===== src/rtl/rcr_pkg.sv =====
// Shared definitions for the ratio-coded command receiver.
// Assumes: one device address and one reset code for the whole chip.
package rcr_pkg;

    typedef enum logic [2:0] {
        ST_IDLE,   // waiting for a start condition
        ST_BIT,    // measuring bits of a byte
        ST_EOS,    // end-of-stream low after a byte
        ST_GAP,    // waiting for the start condition before the data byte
        ST_ACKW,   // delay before the acknowledge
        ST_ACK     // driving the acknowledge pull-down
    } rx_state_e;

    typedef struct packed {
        logic       req;   // acknowledge requested
        logic [1:0] sub;   // sub-address, must be zero
        logic [4:0] code;  // brightness code
    } cmd_byte_t;

    localparam logic [7:0] DEV_ADDR    = 8'h72;
    localparam logic [4:0] LEVEL_RESET = 5'd31;

endpackage


===== src/rtl/rcr_phase_meter.sv =====
// Measures the low and high sample counts of the current bit period.
// A falling edge opens a new period and counts its own sample as low.
// Counters saturate at CNT_MAX. clr_i restarts both counts and takes
// priority over an edge.
// Assumes: line_i is already synchronised to clk.
module rcr_phase_meter #(
    parameter int CNT_MAX = 65535,
    parameter int CNT_W   = 16
) (
    input  logic             clk,
    input  logic             rst_n,
    input  logic             line_i,
    input  logic             clr_i,
    output logic             fall_o,
    output logic [CNT_W-1:0] lo_cnt_o,
    output logic [CNT_W-1:0] hi_cnt_o
);

    localparam logic [CNT_W-1:0] CAP = CNT_W'(CNT_MAX);

    logic line_q;

    // Previous line sample, used for falling-edge detection.
    always_ff @(posedge clk) begin
        if (!rst_n) line_q <= 1'b0;
        else        line_q <= line_i;
    end

    assign fall_o = line_q & ~line_i;

    // Low and high sample counters of the current period.
    always_ff @(posedge clk) begin
        if (!rst_n || clr_i) begin
            lo_cnt_o <= '0;
            hi_cnt_o <= '0;
        end else if (fall_o) begin
            lo_cnt_o <= CNT_W'(1);
            hi_cnt_o <= '0;
        end else if (line_i) begin
            if (hi_cnt_o != CAP) hi_cnt_o <= hi_cnt_o + CNT_W'(1);
        end else begin
            if (lo_cnt_o != CAP) lo_cnt_o <= lo_cnt_o + CNT_W'(1);
        end
    end

    // A sampled high level must be recorded in the following cycle.
    p_high_seen_r1: assert property (@(posedge clk) disable iff (!rst_n)
        (line_i && !clr_i) |=> (hi_cnt_o != '0));

endmodule


===== src/rtl/rcr_bit_judge.sv =====
// Decides a bit value from its low and high sample counts.
// 1 when high >= RATIO*low, 0 when low >= RATIO*high, otherwise bad.
// Assumes: RATIO >= 2, so both bounds cannot hold at once for
// non-zero counts.
module rcr_bit_judge #(
    parameter int CNT_W = 16,
    parameter int RATIO = 2
) (
    input  logic [CNT_W-1:0] lo_i,
    input  logic [CNT_W-1:0] hi_i,
    output logic             one_o,
    output logic             bad_o
);

    localparam int XW = CNT_W + $clog2(RATIO + 1);

    logic [XW-1:0] lo_x, hi_x, lo_k, hi_k;
    logic          zero;

    assign lo_x = XW'(lo_i);
    assign hi_x = XW'(hi_i);

    // Scaled counts: a shift for the default ratio, a multiply otherwise.
    generate
        if (RATIO == 2) begin : g_shift
            assign lo_k = lo_x << 1;
            assign hi_k = hi_x << 1;
        end else begin : g_mul
            assign lo_k = lo_x * XW'(RATIO);
            assign hi_k = hi_x * XW'(RATIO);
        end
    endgenerate

    assign one_o = (hi_x >= lo_k);
    assign zero  = (lo_x >= hi_k);
    assign bad_o = !(one_o || zero);

endmodule


===== src/rtl/rcr_frame_ctrl.sv =====
// Frame sequencer: start detection, bit shifting, end-of-stream check,
// address and sub-address check, code storage and acknowledge timing.
// Assumes: ACK_DLY > EOS_MIN >= 2, START_MIN <= TOUT_CYC, and the
// counts from the phase meter describe the current bit period.
module rcr_frame_ctrl
    import rcr_pkg::*;
#(
    parameter int CNT_W     = 16,
    parameter int START_MIN = 200,
    parameter int EOS_MIN   = 200,
    parameter int ACK_DLY   = 400,
    parameter int ACK_LEN   = 51200,
    parameter int TOUT_CYC  = 65535
) (
    input  logic             clk,
    input  logic             rst_n,
    input  logic             line_i,
    input  logic             fall_i,
    input  logic [CNT_W-1:0] lo_cnt_i,
    input  logic [CNT_W-1:0] hi_cnt_i,
    input  logic             one_i,
    input  logic             bad_i,
    output logic             clr_o,
    output logic [4:0]       level_o,
    output logic             ack_o,
    output logic             ok_o,
    output logic             err_o
);

    localparam int T_W = $clog2(ACK_DLY + ACK_LEN + EOS_MIN + 1);

    rx_state_e    state_q, state_d;
    logic [2:0]   bit_q, bit_d;
    logic         byte_q, byte_d;
    logic [7:0]   sh_q, sh_d;
    logic [T_W-1:0] t_q, t_d;
    logic [4:0]   lvl_q, lvl_d;
    logic         ok_d, err_d, ok_q, err_q;
    logic         start_ok, lo_tout, hi_tout, eos_done;
    cmd_byte_t    cmd;

    assign cmd      = cmd_byte_t'(sh_q);
    assign start_ok = (int'(hi_cnt_i) >= START_MIN);
    assign lo_tout  = (int'(lo_cnt_i) + 1 >= TOUT_CYC);
    assign hi_tout  = (int'(hi_cnt_i) + 1 >= TOUT_CYC);
    assign eos_done = (int'(t_q) + 1 >= EOS_MIN);

    // Next-state and datapath decisions for one sampled cycle.
    always_comb begin
        state_d = state_q;
        bit_d   = bit_q;
        byte_d  = byte_q;
        sh_d    = sh_q;
        t_d     = t_q;
        lvl_d   = lvl_q;
        ok_d    = 1'b0;
        err_d   = 1'b0;
        case (state_q)
            ST_IDLE: begin
                if (fall_i && start_ok) begin
                    state_d = ST_BIT;
                    bit_d   = '0;
                    byte_d  = 1'b0;
                end
            end
            ST_BIT: begin
                if (fall_i) begin
                    if (bad_i) begin
                        err_d   = 1'b1;
                        state_d = ST_IDLE;
                    end else begin
                        sh_d = {sh_q[6:0], one_i};
                        if (bit_q == 3'd7) begin
                            state_d = ST_EOS;
                            t_d     = T_W'(1);
                        end else begin
                            bit_d = bit_q + 3'd1;
                        end
                    end
                end else if (line_i ? hi_tout : lo_tout) begin
                    err_d   = 1'b1;
                    state_d = ST_IDLE;
                end
            end
            ST_EOS: begin
                if (line_i) begin
                    err_d   = 1'b1;
                    state_d = ST_IDLE;
                end else begin
                    t_d = t_q + T_W'(1);
                    if (eos_done) begin
                        if (!byte_q) begin
                            if (sh_q == DEV_ADDR) begin
                                state_d = ST_GAP;
                            end else begin
                                err_d   = 1'b1;
                                state_d = ST_IDLE;
                            end
                        end else if (cmd.sub != 2'b00) begin
                            err_d   = 1'b1;
                            state_d = ST_IDLE;
                        end else begin
                            ok_d    = 1'b1;
                            lvl_d   = cmd.code;
                            state_d = cmd.req ? ST_ACKW : ST_IDLE;
                        end
                    end
                end
            end
            ST_GAP: begin
                if (fall_i) begin
                    if (start_ok) begin
                        state_d = ST_BIT;
                        bit_d   = '0;
                        byte_d  = 1'b1;
                    end else begin
                        err_d   = 1'b1;
                        state_d = ST_IDLE;
                    end
                end else if (!line_i && lo_tout) begin
                    err_d   = 1'b1;
                    state_d = ST_IDLE;
                end
            end
            ST_ACKW: begin
                t_d = t_q + T_W'(1);
                if (int'(t_q) + 1 >= ACK_DLY) begin
                    state_d = ST_ACK;
                    t_d     = '0;
                end
            end
            ST_ACK: begin
                t_d = t_q + T_W'(1);
                if (int'(t_q) + 1 >= ACK_LEN) state_d = ST_IDLE;
            end
            default: state_d = ST_IDLE;
        endcase
    end

    // Restart the phase counts when a fresh start condition is awaited.
    assign clr_o = (state_d != state_q) &&
                   ((state_d == ST_IDLE) || (state_d == ST_GAP));

    // State, counters, stored code and strobes.
    always_ff @(posedge clk) begin
        if (!rst_n) begin
            state_q <= ST_IDLE;
            bit_q   <= '0;
            byte_q  <= 1'b0;
            sh_q    <= '0;
            t_q     <= '0;
            lvl_q   <= LEVEL_RESET;
            ok_q    <= 1'b0;
            err_q   <= 1'b0;
        end else begin
            state_q <= state_d;
            bit_q   <= bit_d;
            byte_q  <= byte_d;
            sh_q    <= sh_d;
            t_q     <= t_d;
            lvl_q   <= lvl_d;
            ok_q    <= ok_d;
            err_q   <= err_d;
        end
    end

    assign level_o = lvl_q;
    assign ack_o   = (state_q == ST_ACK);
    assign ok_o    = ok_q;
    assign err_o   = err_q;

    // Checker-only run length of the acknowledge pulse.
    int unsigned ack_run;
    always_ff @(posedge clk) begin
        if (!rst_n || !ack_o) ack_run <= 0;
        else                  ack_run <= ack_run + 1;
    end

    p_pulse_excl_r12: assert property (@(posedge clk) disable iff (!rst_n)
        !(ok_o && err_o));

    p_ok_single_r12: assert property (@(posedge clk) disable iff (!rst_n)
        ok_o |=> !ok_o);

    p_level_only_on_ok_r2: assert property (@(posedge clk) disable iff (!rst_n)
        !$stable(level_o) |-> ok_o);

    p_ack_quiet_r9: assert property (@(posedge clk) disable iff (!rst_n)
        ack_o |-> (!ok_o && !err_o));

    p_no_ack_after_err_r2: assert property (@(posedge clk) disable iff (!rst_n)
        err_o |=> !ack_o);

    p_ack_len_r7: assert property (@(posedge clk) disable iff (!rst_n)
        $fell(ack_o) |-> (ack_run == ACK_LEN));

endmodule


===== src/rtl/ratio_cmd_rx.sv =====
// Top of the single-wire ratio-coded command receiver.
// Wires the phase meter, the bit judge and the frame sequencer.
// Assumes: line_i is synchronised; all timing parameters are counts of clk.
module ratio_cmd_rx #(
    parameter int START_MIN = 200,
    parameter int EOS_MIN   = 200,
    parameter int ACK_DLY   = 400,
    parameter int ACK_LEN   = 51200,
    parameter int TOUT_CYC  = 65535,
    parameter int RATIO     = 2
) (
    input  logic       clk,
    input  logic       rst_n,
    input  logic       line_i,
    output logic [4:0] level_o,
    output logic       ack_pull_o,
    output logic       frame_ok_o,
    output logic       frame_err_o
);

    localparam int CNT_W = $clog2(TOUT_CYC + 1);

    logic             fall, clr, one, bad;
    logic [CNT_W-1:0] lo_cnt, hi_cnt;

    rcr_phase_meter #(
        .CNT_MAX (TOUT_CYC),
        .CNT_W   (CNT_W)
    ) u_meter (
        .clk      (clk),
        .rst_n    (rst_n),
        .line_i   (line_i),
        .clr_i    (clr),
        .fall_o   (fall),
        .lo_cnt_o (lo_cnt),
        .hi_cnt_o (hi_cnt)
    );

    rcr_bit_judge #(
        .CNT_W (CNT_W),
        .RATIO (RATIO)
    ) u_judge (
        .lo_i  (lo_cnt),
        .hi_i  (hi_cnt),
        .one_o (one),
        .bad_o (bad)
    );

    rcr_frame_ctrl #(
        .CNT_W     (CNT_W),
        .START_MIN (START_MIN),
        .EOS_MIN   (EOS_MIN),
        .ACK_DLY   (ACK_DLY),
        .ACK_LEN   (ACK_LEN),
        .TOUT_CYC  (TOUT_CYC)
    ) u_ctrl (
        .clk      (clk),
        .rst_n    (rst_n),
        .line_i   (line_i),
        .fall_i   (fall),
        .lo_cnt_i (lo_cnt),
        .hi_cnt_i (hi_cnt),
        .one_i    (one),
        .bad_i    (bad),
        .clr_o    (clr),
        .level_o  (level_o),
        .ack_o    (ack_pull_o),
        .ok_o     (frame_ok_o),
        .err_o    (frame_err_o)
    );

endmodule


===== config.mk =====
export PLATFORM = sky130hd
export DESIGN_NAME = ratio_cmd_rx
export DESIGN_NICKNAME = d
export VERILOG_FILES = /design/src/rtl/rcr_pkg.sv /design/src/rtl/rcr_phase_meter.sv /design/src/rtl/rcr_bit_judge.sv /design/src/rtl/rcr_frame_ctrl.sv /design/src/rtl/ratio_cmd_rx.sv
export SDC_FILE = /design/constraint.sdc
export NUM_CORES = 1
export LEC_CHECK = 0
export ABC_AREA = 1
export BUFFER_PORTS_ARGS = -buffer_cell sky130_fd_sc_hd__buf_2
export CAP_MARGIN = 30
export CORE_UTILIZATION = 45
export CTS_BUF_LIST = sky130_fd_sc_hd__clkbuf_2
export DETAILED_ROUTE_END_ITERATION = 8
export PLACE_DENSITY_LB_ADDON = 0.15
export RECOVER_POWER = 25
export SETUP_SLACK_MARGIN = 0.05
export SLEW_MARGIN = 5
export SYNTH_ARGS = -nofsm -noshare
export SYNTH_HDL_FRONTEND = slang
export SYNTH_HIERARCHICAL = 1
export SYNTH_SLANG_ARGS = --single-unit

===== constraint.sdc =====
create_clock -name clk -period 7.5 [get_ports clk]
set_input_delay 1.5 -clock clk [delete_from_list [all_inputs] [get_ports clk]]
set_output_delay 1.5 -clock clk [all_outputs]
set_load 0.03 [all_outputs]

==> impl_metrics.ini <==
[floorplan]
fp.dieW_um = 115
start_util = 0.468
placeableCoreArea_um2 = 12200
rows = 40
ios = 11
die_height_um = 115
die-area_um2 = 13100

[power_and_ir_drop]
total_power_mw = 0.744
p_sw_mw = 0.200
p_int_mw = 0.543
p_comb_frac = 0.061
pwr_density_cell_nw_per_um2 = 124
vdd.ir_drop.worst_uv = 97.2
clkPwrFrac = 0.420
power_frac_seq = 0.519
leakagePower_nw = 2.55
p_sw_frac = 0.269

[timing]
setup_violations = 0
fmax_mhz = 233
worstMarginPinSlew_ns = 0.957
tns_ns = 0
finalCriticalPeriod_ns = 4.30
finalCritPeriodShare = 0.573
worst_clock_skew_ns = 0.0264
maxSlewViolCount = 0
hold_viol_final = 0
slew_headroom = 0.361
rsz0062_at_grt = no

[detailed_routing]
wl_per_cell_um = 12.0
detail_route.wirelength_um = 13600
ant_nets = 0
dr.pass1.iters = 6
drtIter0Drc = 393
via_per_inst = 4.99
vias = 5634
remaining_drc_errors = 0

[cts]
ctsResizeCount = 0
hold_buffers = 0
clockBufferDepth = 2
clock-root-buffer = clkbuf_2
cts_buffers = 9
clkTransAtPathRegs_ns = 0.23
cts_tree = done
worstSkewPairLatency_ns = 0.58
htree_levels = 3
cts_sinks = 71
post-cts-setup-buffers = 0

[setup_path]
worstSetupStartpointType = flop
timing.rr.end = u_meter/lo_cnt_o[6]$_SDFFE_PP0P_
rr_worst_depth = 22
criticalPathCategory = reg2reg
rr_startpoint = u_meter/lo_cnt_o[6]$_SDFFE_PP0P_
reg2reg_setup_slack_ns = 3.20
worst-endpoint-required_ns = 8.03
worstSetupEndpointType = flop
cp_data_arrival_time_ns = 4.83
cp_max_fo = 20

[logic_synthesis]
synth_edf_count = 0
yosys.cell_types.count = 44
synth_area_leader_cell = dfxtp_1
ys.flop_type = dfxtp_1
avgSynthCellArea_um2 = 6.05
ys_ff_latch = 71
synth.area.top_cells = dfxtp_1 (25%), nand2_1 (18%), nor2_1 (8.8%)
ys_async_sr_fraction = 0
synth_top_area_frac = 0.249
syn_nets = 986
seq_area_frac_synth = 0.249
synthesis.area_um2 = 5710
synthCells = 944
ys_warn_count = 6

[grt]
grt_pass1_vias = 4929
track_usage = 0.220
grt_pass1_wl_um = 23000
gr-total-overflow = 0
antenna_found_initial = 1
grt_max_degree = 24

[finish]
multiInputGateArea_um2 = 3640
seqCellArea_um2 = 1420
layout.nets = 995
drive_above_1_share = 0.0877
fin_util = 0.493
fillCellCount = 1342
area_growth_pct = 5.46
final_area_um2 = 6020

[worst_hold_path]
whs_path_depth = 2
min_path_type = reg2reg
hold_end = u_ctrl/bit_q[2]$_SDFFE_PN0P_
min-delay-start = u_ctrl/bit_q[2]$_SDFFE_PN0P_

[placed_design]
io_buffers = 10
hpwlAfterDp_um = 9940
placed_area_um2 = 5870
gp_congestion = 0.852

[run_status]
status = complete, no violations

[job]
cap_violations = 0
-- cell families (layout without fill, tap and decap cells) --
family	count (synthesis)	after routing	synth area share
fa+ha+maj	39	39	0.0855
buf+inv	153	167	0.110
xor+xnor	9	9	0.0138
other cells	0	2	0
simple gates	574	574	0.443
flops	71	71	0.249
compound gates	98	98	0.0986
-- cells in the mapped netlist, types with 2 or more instances --
library cell	count
nor3_2	2
nor4_1	2
nor2_2	22
o21ai_1	3
nor3b_1	2
nor3_1	13
nand3_1	66
a21oi_1	55
o21ai_2	2
nor2_1	134
nand3_2	6
dfxtp_1	71
a21oi_2	11
o21ai_0	20
clkinv_1	2
xnor2_1	3
nand2_2	11
nand3b_1	7
inv_1	132
ha_1	39
clkbuf_1	3
buf_2	3
buf_6	4
xor2_1	6
nor2_4	3
inv_2	7
nand4_2	2
or2_2	2
nand4_1	16
nand2_1	281
-- layout by cell type (no fill, tap or decap), types with 2 or more instances in the layout --
master / n
nor2_2: 20
inv_1: 132
nor2_1: 136
clkbuf_1: 8
dfxtp_1: 71
clkbuf_2: 9
nor4_1: 2
nand3_2: 5
nand2_1: 282
o21ai_2: 2
nor2_4: 3
nor3_1: 14
buf_2: 2
nor3b_1: 2
xor2_1: 6
inv_6: 2
a21oi_1: 55
o21ai_1: 3
bufinv_16: 3
or2_2: 2
ha_1: 39
nand4_1: 16
xnor2_1: 3
nand3_1: 67
nand2_2: 10
nand4_2: 2
a21oi_2: 11
diode_2: 2
inv_2: 7
clkinv_1: 2
o21ai_0: 20
nand3b_1: 7
-- worst max path at each step --
| stage | start | to | slack (ns) | cells past startpoint |
|---|---|---|---|---|
| floorplan | line_i | u_meter/hi_cnt_o[15]$_SDFFE_PP0P_ | 4.22 | 20 |
| global placement | line_i | u_meter/lo_cnt_o[8]$_SDFFE_PP0P_ | 2.98 | 18 |
| detailed placement | line_i | u_meter/lo_cnt_o[6]$_SDFFE_PP0P_ | 2.88 | 18 |
| CTS | u_meter/lo_cnt_o[1]$_SDFFE_PP0P_ | u_meter/lo_cnt_o[6]$_SDFFE_PP0P_ | 3.41 | 24 |
| global route | u_meter/lo_cnt_o[1]$_SDFFE_PP0P_ | u_meter/lo_cnt_o[6]$_SDFFE_PP0P_ | 2.82 | 24 |
| finish | u_meter/lo_cnt_o[6]$_SDFFE_PP0P_ | u_meter/lo_cnt_o[6]$_SDFFE_PP0P_ | 3.20 | 22 |
-- state kept, by name, indices dropped and copies added, names as in the netlist, 3 cells and up --
signal            count
u_ctrl/t_q           16
u_meter/hi_cnt_o     16
u_meter/lo_cnt_o     16
u_ctrl/cmd            8
u_ctrl/level_o        5
u_ctrl/bit_q          3
u_ctrl/state_q        3
-- metrics by stage --
| step | worst slack, ns | instances | hold slack, ns |
|---|---|---|---|
| finish | 3.20 | 1128 | 0.487 |
| detailed placement | 2.88 | 1110 | 0.452 |
| global route | 2.82 | 1128 | 0.502 |
| floorplan | 4.22 | 944 | 0.443 |
| CTS | 3.41 | 1126 | 0.492 |
| global placement | 2.98 | 1110 | 0.449 |
-- cell type report --
| cell class | instances | share of cell area |
|---|---|---|
| Timing Repair Buffer | 10 | 0.00665 |
| Clock inverter | 7 | 0.0212 |
| Antenna cell | 2 | 0.000831 |
| Tap cell | 168 | 0.0349 |
| Multi-Input combinational cell | 720 | 0.605 |
| Sequential cell | 71 | 0.236 |
| Clock buffer | 9 | 0.00748 |
| Inverter | 141 | 0.0879 |
-- layer usage --
layer / GRT usage / vias up / part of all wire
met3: 0.0402 / 16 / 0.038
met5: 0 / - / 0
li1: - / 3007 / -
met2: 0.354 / 102 / 0.44
met1: 0.296 / 2509 / 0.50
met4: 0.0771 / 0 / 0.016
-- power by group through the flow --
| stage | registers (mW) | clock network [mW] | logic, mW |
|---|---|---|---|
| 4_1_cts | 0.386 | 0.324 | 0.0468 |
| 5_1_grt | 0.387 | 0.339 | 0.0538 |
| 3_5_place_dp | 0.393 | 0 | 0.0466 |
| 3_3_place_gp | 0.393 | 0 | 0.0461 |
| 2_1_floorplan | 0.391 | 0 | 0.0375 |
| 6_report | 0.386 | 0.312 | 0.0457 |
-- critical path, cell delays in order (launching register included) --
cell and delay, ns:
dfxtp_1 0.63, inv_1 0.08, ha_1 0.31, nand4_1 0.12
nor2_1 0.17, nand2_1 0.07, nand2_1 0.09, nor2_2 0.04
nand2_1 0.12, nor2_2 0.05, nor2_1 0.14, inv_1 0.08
nor2_1 0.42, nand2_1 0.14, nand4_1 0.12, nand3_1 0.08
nand2_1 0.07, inv_1 0.04, inv_1 0.04, nand2_1 0.06
nor2_2 0.74, inv_1 0.42, a21oi_1 0.23
Note: power is estimated with default switching activity, not from simulation.
